===== src/rtl/cmpbr_pkg.sv =====
package cmpbr_pkg;

    localparam int DATA_W = 32;
    localparam int OFF_W  = 10;
    localparam int COND_W = 4;

    // Relation codes; the numbering is decoded by the instruction stream.
    typedef enum logic [COND_W-1:0] {
        REL_EQ  = 4'd0,
        REL_NE  = 4'd1,
        REL_SLT = 4'd2,
        REL_SGT = 4'd3,
        REL_ULT = 4'd4,
        REL_UGT = 4'd5,
        REL_SGE = 4'd6,
        REL_SLE = 4'd7,
        REL_UGE = 4'd8,
        REL_ULE = 4'd9
    } rel_e;

    localparam logic [COND_W-1:0] REL_LAST = REL_ULE;

    typedef struct packed {
        logic [DATA_W-1:0] a;
        logic [DATA_W-1:0] b;
    } opnd_pair_t;

    typedef struct packed {
        logic              valid;
        logic              taken;
        logic              illegal;
        logic [DATA_W-1:0] next_pc;
    } br_res_t;

    function automatic logic cond_legal(input logic [COND_W-1:0] c);
        return c <= REL_LAST;
    endfunction

endpackage


===== src/rtl/cmpbr_latch.sv =====
module cmpbr_latch
    import cmpbr_pkg::*;
(
    input  logic              clk,
    input  logic              rst,
    input  logic              load,
    input  logic [DATA_W-1:0] in_a,
    input  logic [DATA_W-1:0] in_b,
    output opnd_pair_t        pair
);
    always_ff @(posedge clk) begin
        if (rst) begin
            pair <= '0;
        end else if (load) begin
            pair.a <= in_a;
            pair.b <= in_b;
        end
    end

    assert_capture_R2: assert property (@(posedge clk) disable iff (rst)
        load |=> (pair.a == $past(in_a)) && (pair.b == $past(in_b)));

    assert_hold_R2: assert property (@(posedge clk) disable iff (rst)
        !load |=> $stable(pair));
endmodule


===== src/rtl/cmpbr_rel.sv =====
module cmpbr_rel
    import cmpbr_pkg::*;
#(
    parameter int W = DATA_W
) (
    input  logic [W-1:0]      op_a,
    input  logic [W-1:0]      op_b,
    input  logic [COND_W-1:0] cond,
    output logic              hit,
    output logic              illegal
);
    logic eq, ult, slt;

    always_comb begin
        eq  = (op_a == op_b);
        ult = (op_a < op_b);
        slt = ($signed(op_a) < $signed(op_b));
    end

    always_comb begin
        illegal = 1'b0;
        case (cond)
            REL_EQ:  hit = eq;
            REL_NE:  hit = !eq;
            REL_SLT: hit = slt;
            REL_SGT: hit = !slt && !eq;
            REL_ULT: hit = ult;
            REL_UGT: hit = !ult && !eq;
            REL_SGE: hit = !slt;
            REL_SLE: hit = slt || eq;
            REL_UGE: hit = !ult;
            REL_ULE: hit = ult || eq;
            default: begin
                hit     = 1'b0;
                illegal = 1'b1;
            end
        endcase
    end

    always_comb begin
        assert_illegal_never_hits_R8: assert (!(illegal && hit));
    end
endmodule


===== src/rtl/cmpbr_target.sv =====
module cmpbr_target
    import cmpbr_pkg::*;
#(
    parameter int W    = DATA_W,
    parameter int OW   = OFF_W,
    parameter int STEP = 2
) (
    input  logic [W-1:0]  pc,
    input  logic [OW-1:0] off,
    input  logic          taken,
    input  logic          illegal,
    output logic [W-1:0]  next_pc
);
    localparam int EXT_W = W - OW - 1;

    logic [W-1:0] disp;
    logic [W-1:0] seq_pc;

    always_comb begin
        disp    = {{EXT_W{off[OW-1]}}, off, 1'b0};
        seq_pc  = pc + W'(STEP);
        if (illegal)
            next_pc = pc;
        else if (taken)
            next_pc = seq_pc + disp;
        else
            next_pc = seq_pc;
    end
endmodule


===== src/rtl/cmpbr_resolver.sv =====
module cmpbr_resolver
    import cmpbr_pkg::*;
(
    input  logic        clk,
    input  logic        rst,
    input  logic        cmp_en,
    input  logic [31:0] cmp_a,
    input  logic [31:0] cmp_b,
    input  logic        br_en,
    input  logic [3:0]  br_cond,
    input  logic [9:0]  br_off,
    input  logic [31:0] br_pc,
    output logic        res_valid,
    output logic        res_taken,
    output logic        res_illegal,
    output logic [31:0] res_next_pc
);
    opnd_pair_t        pair;
    logic              hit, bad;
    logic [DATA_W-1:0] tgt;
    br_res_t           res_q;

    cmpbr_latch u_latch (
        .clk  (clk),
        .rst  (rst),
        .load (cmp_en),
        .in_a (cmp_a),
        .in_b (cmp_b),
        .pair (pair)
    );

    cmpbr_rel #(.W(DATA_W)) u_rel (
        .op_a    (pair.a),
        .op_b    (pair.b),
        .cond    (br_cond),
        .hit     (hit),
        .illegal (bad)
    );

    cmpbr_target #(.W(DATA_W), .OW(OFF_W)) u_target (
        .pc      (br_pc),
        .off     (br_off),
        .taken   (hit),
        .illegal (bad),
        .next_pc (tgt)
    );

    always_ff @(posedge clk) begin
        if (rst) begin
            res_q <= '0;
        end else begin
            res_q.valid <= br_en;
            if (br_en) begin
                res_q.taken   <= hit;
                res_q.illegal <= bad;
                res_q.next_pc <= tgt;
            end
        end
    end

    assign res_valid   = res_q.valid;
    assign res_taken   = res_q.taken;
    assign res_illegal = res_q.illegal;
    assign res_next_pc = res_q.next_pc;

    assert_illegal_keeps_pc_R8: assert property (@(posedge clk) disable iff (rst)
        (br_en && !cond_legal(br_cond)) |=>
            (res_illegal && !res_taken && res_next_pc == $past(br_pc)));

    assert_fallthrough_R7: assert property (@(posedge clk) disable iff (rst)
        (br_en && cond_legal(br_cond)) |=>
            (!res_illegal && (res_taken || res_next_pc == $past(br_pc) + 32'd2)));

    assert_valid_pulse_R11: assert property (@(posedge clk) disable iff (rst)
        br_en |=> res_valid);

    assert_no_spurious_R11: assert property (@(posedge clk) disable iff (rst)
        !br_en |=> (!res_valid && $stable(res_next_pc) && $stable(res_taken)));
endmodule


===== config.mk =====
export PLATFORM = sky130hd
export DESIGN_NAME = cmpbr_resolver
export DESIGN_NICKNAME = d
export VERILOG_FILES = /design/src/rtl/cmpbr_pkg.sv /design/src/rtl/cmpbr_latch.sv /design/src/rtl/cmpbr_rel.sv /design/src/rtl/cmpbr_target.sv /design/src/rtl/cmpbr_resolver.sv
export SDC_FILE = /design/constraint.sdc
export NUM_CORES = 1
export LEC_CHECK = 0
export ABC_AREA = 1
export ABC_CLOCK_PERIOD_IN_PS = 2720
export BUFFER_PORTS_ARGS = -buffer_cell sky130_fd_sc_hd__buf_2
export CELL_PAD_IN_SITES_DETAIL_PLACEMENT = 1
export CELL_PAD_IN_SITES_GLOBAL_PLACEMENT = 1
export CORE_MARGIN = 2
export CORE_UTILIZATION = 36
export DETAILED_ROUTE_END_ITERATION = 12
export GPL_ROUTABILITY_DRIVEN = 0
export PLACE_DENSITY = 0.83
export SLEW_MARGIN = 20
export SYNTH_ARGS = -nofsm -noshare
export SYNTH_HDL_FRONTEND = slang
export SYNTH_HIERARCHICAL = 1
export SYNTH_SLANG_ARGS = --single-unit
export TNS_END_PERCENT = 20

===== constraint.sdc =====
create_clock -name clk -period 2.72 [get_ports clk]
set_input_delay 0.544 -clock clk [delete_from_list [all_inputs] [get_ports clk]]
set_output_delay 0.544 -clock clk [all_outputs]
set_load 0.03 [all_outputs]

==> flow_summary.toml, run 1 <==
[drt]
drtIter0Drc = 1234
routed_wl_um = 51200
drc = 0
drt_pass1_iterations = 5
antenna_left = 0
vias = 12600
wl_per_cell_um = 23.4
vias_per_cell = 5.74

[synthesis]
ys_warn_count = 6
synth.avg_cell_area_um2 = 5.74
synth_top_family_by_area = "simple AND/OR/NAND/NOR gates"
synth_edf_count = 0
synth_top_area_share_pct = 22.0
syn_nets = 1752
synth_cells = 1566
synth-simple-area-share_pct = 41.6
synth_xor_area_share_pct = 3.30
ys_types = 45
async_flop_share_pct = 0
muxShareOfSynthArea_pct = 0
synthTopCellsByArea = "dfxtp_1 (22%), nand2_1 (21%), nor2_1 (12%)"
yosys.area.top_type = "dfxtp_1"
ys_seq_elements = 99
yosysSeqAreaShare_pct = 22.0
synth_compound_area_share_pct = 8.09
syn-cell-area_um2 = 8990
synth_fa_ha_area_share_pct = 10.1
yosys_most_used_dff = "dfxtp_1"

[placed_design]
place_ws_ns = -0.926
placed_cell_area_um2 = 11000
hpwl_um = 25800
placedCellCount = 2136
portBuffers = 148

[power_and_ir_drop]
p_sw_share_pct = 40.1
ir_drop_uv = 282
intPower_mw = 3.55
p_switching_mw = 2.38
p_comb_share_pct = 45.6
p_per_area_nw_per_um2 = 449
power_frac_clock_pct = 26.7
power_frac_seq_pct = 27.6
p_leak_nw = 7.08
power_mw = 5.94

[sta]
rsz0062_at_grt = "true"
final.min_clock_period_ns = 3.53
worst_slack_ns = -0.810
fin_worst_skew_ns = 0.0103
setup_viol = 31
worst_slew_pin_slew_ns = 1.23
final-hold-violation-count = 0
tns_ns = -16.74
fin_hold_ws_ns = 0.404
slew_violations = 0
slew_headroom_pct = 17.4
period_share_pct = 130
clock.fmax_ghz = 0.283

[flow_run]
max_cap_violations = 0

[critical_path]
required_ns = 2.95
cp_common_cell = "nand2_1"
crit_fanout = 4
startpoint_type = "input port"
cp-end-kind = "flip-flop"
cpMaxStageDelayCell = "or2_4"
crit_type = "input port to flip-flop"
arrival_ns = 3.76
cpPeakStageDelay_ns = 0.30
crit_chain = "buf_8 -> ha_1 -> inv_1 -> nor2_4 -> nand2_4 -> nor2_8 -> nand3_4 -> or2_4 -> nand2_4 -> buf_4 -> ha_4 -> nand2_2 -> nor2_4 -> nand2_1 -> nor2_1 -> nand2_1 -> nand4_1 -> nand3_2 -> nand2_1 -> o21ai_0 -> inv_1 -> nand2_1 -> nand2_1 -> nor2_1"

[die]
fp.dieArea_um2 = 26200
core-area_um2 = 24400
die_y_um = 162
rows = 57
io_pins = 149
initial_core_util_pct = 36.9
die_w_um = 162

[global_route]
grt_pass1_vias = 12400
grt_usage_pct = 31.1
grt_remaining_overflow = 0
grt_max_degree = 65
grt_pass1_wl_um = 64800
antenna_found_initial = 1

[clocking]
cts_tree = "built"
clock_latency_ns = 0.35
clk_pin_slew_ns = 0.07
cts_made_buffers = 9
clockBufferDepth = 2
htree_levels = 3
ctsRootBufferMaster = "clkbuf_16"
cts.sinks = 99
hold_buffers = 0

[min_path]
hold_path.class = "input port to flip-flop"

[finish]
fin_cells = 2187
design_area_um2 = 13200
syn_to_final_growth_pct = 47.1
drive_above_1_share_pct = 34.7
n_fill_cell = 3243
layout_commonest_cell = "nand2_1"
final_core_util_pct = 54.2
final_cell_mix = "nand2_1 (427), inv_1 (246), nor2_1 (229)"
layout.nets = 2044

[status]
violations = "negative setup slack"
status = "finished, violations left"
-- critical path, delay by kind of cell --
kind,cells,cell delay [ns]
compound gates,1,0.11
fa+ha+maj,2,0.32
buf+inv,4,0.41
simple gates,17,2.36
-- worst paths after layout --
check        cells past startpoint                            to  slack [ns]                           from
min                              2          res_valid$_SDFF_PP0_        0.40                            rst
min reg2reg                      2  u_latch/pair[7]$_SDFFE_PP0P_        0.47   u_latch/pair[7]$_SDFFE_PP0P_
max                             24  res_next_pc[25]$_SDFFE_PP0P_       -0.81                       br_pc[1]
max reg2reg                     24  res_next_pc[10]$_SDFFE_PP0P_       -0.63  u_latch/pair[17]$_SDFFE_PP0P_
-- cell type report --
class                      count  area, µm²  area share [%]
inverter                     274       1030            7.82
clock inverter                 6        138            1.04
tap                          324        405            3.07
sequential                    99       1990            15.1
antenna                        1       2.50          0.0189
timing repair buffer         325       2260            17.1
multi-input combinational   1149       7170            54.2
clock buffer                   9        225            1.70
-- registers in the layout, summed over array words and instances (netlist names) --
signal	count
res_valid	1
res_illegal	1
u_latch/pair	64
res_next_pc	32
res_taken	1
-- cells in the mapped netlist (all sizes together), types with 2 or more instances --
master	count
inv	273
a21oi	68
nand3	74
o21a	2
o21bai	12
nand4	15
nand2	507
xnor2	3
xor2	30
nor2	290
clkbuf	11
a21o	4
o21ai	37
and2	2
dfxtp	99
buf	33
or2	6
nor3	17
o22ai	4
ha	71
-- cell families after synthesis --
logic type | Yosys count
AO/OA/AOI/OAI | 131
buffers and inverters | 318
XOR/XNOR | 33
flip-flops | 99
adder cells (fa/ha/maj) | 72
AND/OR/NAND/NOR | 913
-- what timing repair did --
action                     4_1_cts  5_1_grt
pin swaps                       84       74
setup buffers                   22       12
cloned                           0        1
resized for setup              251      123
setup endpoints to repair       31       32
-- metal layers --
metal | vias up | routed length (µm) | GRT usage (%)
li1 | 5318 | - | -
met1 | 5916 | 18400 | 34.4
met2 | 915 | 23900 | 55.4
met3 | 407 | 4240 | 4.21
met4 | 0 | 4670 | 21.2
met5 | - | 0 | 0
-- power by group through the flow --
stage               sequential [mW]  combinational, mW  clock [mW]
floorplan                      1.74               1.07           0
global placement               1.65               1.82           0
detailed placement             1.65               1.89           0
CTS                            1.63               2.18        1.61
global route                   1.65               2.84        1.67
finish                         1.64               2.71        1.59
Power figures use the tool's default switching activity.
==> run 2: changes to the inputs <==
--- a/config.mk
+++ b/config.mk
@@ -8,13 +8,11 @@
 export ABC_AREA = 1
 export ABC_CLOCK_PERIOD_IN_PS = 2720
 export BUFFER_PORTS_ARGS = -buffer_cell sky130_fd_sc_hd__buf_2
-export CELL_PAD_IN_SITES_DETAIL_PLACEMENT = 1
-export CELL_PAD_IN_SITES_GLOBAL_PLACEMENT = 1
 export CORE_MARGIN = 2
-export CORE_UTILIZATION = 36
+export CORE_UTILIZATION = 40
 export DETAILED_ROUTE_END_ITERATION = 12
 export GPL_ROUTABILITY_DRIVEN = 0
-export PLACE_DENSITY = 0.83
+export PLACE_DENSITY = 0.66
 export SLEW_MARGIN = 20
 export SYNTH_ARGS = -nofsm -noshare
 export SYNTH_HDL_FRONTEND = slang
==> flow_summary.toml, run 2 (same netlist as run 1, synthesis figures left out) <==
[sta]
setup_viol = 29
fin_worst_skew_ns = 0.0177
period_share_pct = 109
final.min_clock_period_ns = 2.97
slew_violations = 0
clock.fmax_ghz = 0.337
rsz0062_at_grt = "true"
tns_ns = -2.86
worst_slew_pin_slew_ns = 0.999
worst_slack_ns = -0.247
slew_headroom_pct = 33.0
final-hold-violation-count = 0
fin_hold_ws_ns = 0.408

[finish]
final_cell_mix = "nand2_1 (449), inv_1 (257), nor2_1 (240)"
layout_commonest_cell = "nand2_1"
largest_register_ff_count = 64
drive_above_1_share_pct = 32.5
syn_to_final_growth_pct = 43.4
layout.nets = 2042
max_flop_register = "u_latch/pair"

[clocking]
clock_latency_ns = 0.36
clockBufferDepth = 2
clk_pin_slew_ns = 0.08
htree_levels = 3
ctsRootBufferMaster = "clkbuf_16"
cts_made_buffers = 9
cts_tree = "built"
cts.sinks = 99
hold_buffers = 0

[drt]
drc = 0
routed_wl_um = 29700
antenna_left = 0
vias = 10400
vias_per_cell = 4.87
drtIter0Drc = 822
wl_per_cell_um = 13.9
drt_pass1_iterations = 7

[critical_path]
critPathTopFamily = "simple AND/OR/NAND/NOR gates"
cp-end-kind = "flip-flop"
crit_type = "input port to flip-flop"
cpMaxStageDelayCell = "ha_1"
startpoint = "br_pc[11]"
crit_fanout = 4
crit_chain = "buf_2 -> nand2_2 -> buf_4 -> nor2_2 -> nand2_2 -> nor2_8 -> nand3_1 -> or2_1 -> nand2_2 -> ha_1 -> a21oi_2 -> o21ai_1 -> a21oi_1 -> nand3_1 -> nand2_1 -> nand3_1 -> nand2_2 -> nand2_1 -> inv_1 -> nand2_1 -> nand2_1 -> nor2_1"
startpoint_type = "input port"
path_buf_inv = 3
required_ns = 2.97
timing.rr.start = "u_latch/pair[31]$_SDFFE_PP0P_"
arrival_ns = 3.22
cpPeakStageDelay_ns = 0.27

[global_route]
grt_pass1_vias = 9885
grt_max_degree = 65
grt_pass1_wl_um = 46000
grt_usage_pct = 23.8
grt_remaining_overflow = 0
antenna_found_initial = 2

[die]
die_y_um = 154
die_w_um = 154
io_pins = 149
rows = 54
fp.dieArea_um2 = 23700
core-area_um2 = 22000
initial_core_util_pct = 40.9

[min_path]
hold_start = "rst"
hold_path.class = "input port to flip-flop"

[power_and_ir_drop]
power_mw = 5.31
p_leak_nw = 6.99
ir_drop_uv = 274
p_per_area_nw_per_um2 = 412

[flow_run]
max_cap_violations = 0

[placed_design]
hpwl_um = 21900
portBuffers = 148

[status]
status = "finished, violations left"
violations = "negative setup slack"
-- run 2: cell types whose count changed in the layout (fill, tap and decap cells not counted), sizes merged --
cell,previous run,this run
bufinv,4,1
buf,323,321
clkinv,2,4
clkbuf,11,12
inv,274,275
-- run 2: final timing paths --
kind / cells after the start / endpoint / slack [ns]
hold / removal: 2 / res_valid$_SDFF_PP0_ / 0.41
hold reg to reg: 2 / res_next_pc[14]$_SDFFE_PP0P_ / 0.47
setup / recovery: 22 / res_next_pc[24]$_SDFFE_PP0P_ / -0.25
setup reg to reg: 24 / res_next_pc[23]$_SDFFE_PP0P_ / -0.12
-- run 2: cell type report --
cell class	instances	area, µm²
diodes	1	2.50
flip-flops and latches	99	2000
repair buffers	323	2250
clock buffers	10	229
fillers	2085	9070
multi-input cells	1149	6950
inverters	274	1030
clock inverters	6	78.8
well taps	280	350
-- run 2: routing by layer --
layer	global-route usage, %	routed length [µm]	vias to the layer above
li1	-	-	5323
met1	28.4	12600	4670
met2	43.0	14300	362
met3	3.69	1640	80
met4	8.77	1110	2
met5	0	12	-
-- run 2: report_power, final --
part / leakage [nW] / total, mW / switching (mW) / internal [mW]
registers: 0.827 / 1.63 / 0.0683 / 1.56
logic: 6.01 / 2.31 / 1.34 / 0.973
clock network: 0.151 / 1.37 / 0.633 / 0.735
total: 6.99 / 5.31 / 2.04 / 3.27
-- run 2: stage by stage --
stage / setup slack (ns) / util [%] / area, µm² / instances
floorplan: -0.00229 / - / 9020 / 1566
global placement: -0.867 / 50.0 / 11000 / 2099
detailed placement: -0.833 / 50.0 / 11000 / 2099
CTS: -0.117 / 54.8 / 12000 / 2130
global route: -0.374 / 58.7 / 12900 / 2141
finish: -0.247 / 58.7 / 12900 / 2142
-- run 2: repair_timing --
item,CTS,global route
setup buffers,15,8
gates resized for setup,141,167
endpoints found under the hold margin,0,0
setup endpoints to repair,29,32
pin swaps,49,54
cloned,0,3
==> run 3: changes to the inputs <==
--- a/config.mk
+++ b/config.mk
@@ -8,6 +8,7 @@
 export ABC_AREA = 1
 export ABC_CLOCK_PERIOD_IN_PS = 2720
 export BUFFER_PORTS_ARGS = -buffer_cell sky130_fd_sc_hd__buf_2
+export CORE_ASPECT_RATIO = 1.2
 export CORE_MARGIN = 2
 export CORE_UTILIZATION = 40
 export DETAILED_ROUTE_END_ITERATION = 12
==> flow_summary.toml, run 3 (same netlist as run 1, synthesis figures left out) <==
[clocking]
clk_pin_slew_ns = 0.07
htree_levels = 3
hold_buffers = 0
clockBufferDepth = 2
clock_latency_ns = 0.35
cts.sinks = 99
ctsRootBufferMaster = "clkbuf_16"
cts_made_buffers = 9
cts_tree = "built"

[finish]
layout_commonest_cell = "nand2_1"
max_flop_register = "u_latch/pair"
fin_cells = 2138
layout.nets = 2041
syn_to_final_growth_pct = 47.1
design_area_um2 = 13200
largest_register_ff_count = 64
drive_above_1_share_pct = 34.5
final_cell_mix = "nand2_1 (429), inv_1 (248), nor2_1 (242)"
diodes = 0

[critical_path]
timing.rr.start = "u_latch/pair[51]$_SDFFE_PP0P_"
r2r_cells = 21
startpoint_type = "input port"
reg2reg_slack_ns = -0.13
required_ns = 3.00
crit_type = "input port to flip-flop"
cp-end-kind = "flip-flop"
r2r-end = "res_next_pc[13]$_SDFFE_PP0P_"
crit_fanout = 5
arrival_ns = 3.28

[drt]
drtIter0Drc = 728
antenna_left = 0
routed_wl_um = 31600
vias = 10700
vias_per_cell = 5.02
drc = 0
wl_per_cell_um = 14.8
drt_pass1_iterations = 5

[status]
violations = "negative setup slack"
status = "finished, violations left"

[die]
die_y_um = 168
core-area_um2 = 22200
io_pins = 149
rows = 60
initial_core_util_pct = 40.5
fp.dieArea_um2 = 23700
die_w_um = 141

[min_path]
hold_start = "rst"
hold_depth = 2
hold_end = "res_valid$_SDFF_PP0_"
hold_path.class = "input port to flip-flop"

[global_route]
grt_usage_pct = 24.9
grt_max_degree = 75
grt_pass1_wl_um = 48200
grt_remaining_overflow = 0
grt_pass1_vias = 10300
antenna_found_initial = 0

[sta]
worst_slack_ns = -0.279
final-hold-violation-count = 0
setup_viol = 30
final.min_clock_period_ns = 3.00
fin_worst_skew_ns = 0.0123
worst_slew_pin_slew_ns = 1.02
slew_violations = 0
clock.fmax_ghz = 0.333
period_share_pct = 110
rsz0062_at_grt = "true"
slew_headroom_pct = 31.4

[placed_design]
portBuffers = 148
placedCellCount = 2085
placed_cell_area_um2 = 10900
hpwl_um = 21400
place_ws_ns = -0.952

[power_and_ir_drop]
ir_drop_uv = 268
p_per_area_nw_per_um2 = 406
p_leak_nw = 7.07
power_mw = 5.37

[flow_run]
max_cap_violations = 0
run 3: worst max path at each step:
stage,start,endpoint,slack (ns),cells past startpoint
after floorplan,br_pc[2],res_next_pc[14]$_SDFFE_PP0P_,-0.002,20
after global placement,br_pc[3],res_next_pc[16]$_SDFFE_PP0P_,-0.91,21
after detailed placement,br_pc[2],res_next_pc[16]$_SDFFE_PP0P_,-0.95,21
after CTS,u_latch/pair[25]$_SDFFE_PP0P_,res_next_pc[18]$_SDFFE_PP0P_,-0.10,25
after global routing,br_pc[5],res_next_pc[27]$_SDFFE_PP0P_,-0.34,23
final,br_pc[5],res_next_pc[27]$_SDFFE_PP0P_,-0.28,23
run 3: repair_timing:
action / 4_1_cts / 5_1_grt
gates cloned: 5 / 1
pin swaps: 99 / 71
resized for setup: 246 / 156
setup endpoints to repair: 31 / 32
setup buffers: 30 / 4
run 3: power by group:
part / leakage (nW) / internal (mW) / switching (mW)
sequential: 0.828 / 1.57 / 0.0692
combinational: 6.10 / 1.06 / 1.42
clock: 0.138 / 0.673 / 0.586
total: 7.07 / 3.30 / 2.08
run 3: metrics by stage:
stage / util [%] / setup TNS (ns) / hold WS (ns)
final: 59.5 / -3.25 / 0.388
after global routing: 59.5 / -8.65 / 0.398
after CTS: 56.4 / -2.18 / 0.370
after detailed placement: 49.0 / -18.47 / 0.461
after global placement: 49.0 / -18.05 / 0.454
after floorplan: - / -0.00229 / 0.449
run 3: critical path: stages:
cell and delay, ns:
buf_4 0.14, nand2_2 0.10, nor3_4 0.28, buf_4 0.16, nand2_1 0.05, nor2_2 0.14, nand3_1 0.12, nand2_1 0.14
inv_1 0.09, ha_4 0.30, nand2_2 0.10, nor2_4 0.15, nand4_1 0.15, o21bai_4 0.22, nand3_1 0.08, nand2_1 0.06
nand3_1 0.08, nand2_1 0.06, nand2_1 0.05, inv_1 0.04, nand2_1 0.06, nand2_1 0.05, nor2_1 0.11
run 3: final cells by class:
class | instances | area, µm²
sequential | 99 | 2000
tap | 279 | 349
fill | 2012 | 9000
timing repair buffer | 322 | 2390
multi-input combinational | 1149 | 7150
inverter | 274 | 1040
clock inverter | 4 | 33.8
clock buffer | 11 | 253
run 3: routing by layer:
metal,global-route usage [%],share of wire [%]
met1,28.3,40
met2,45.0,48
met3,2.82,5.7
met4,14.1,6.3
met5,0,0
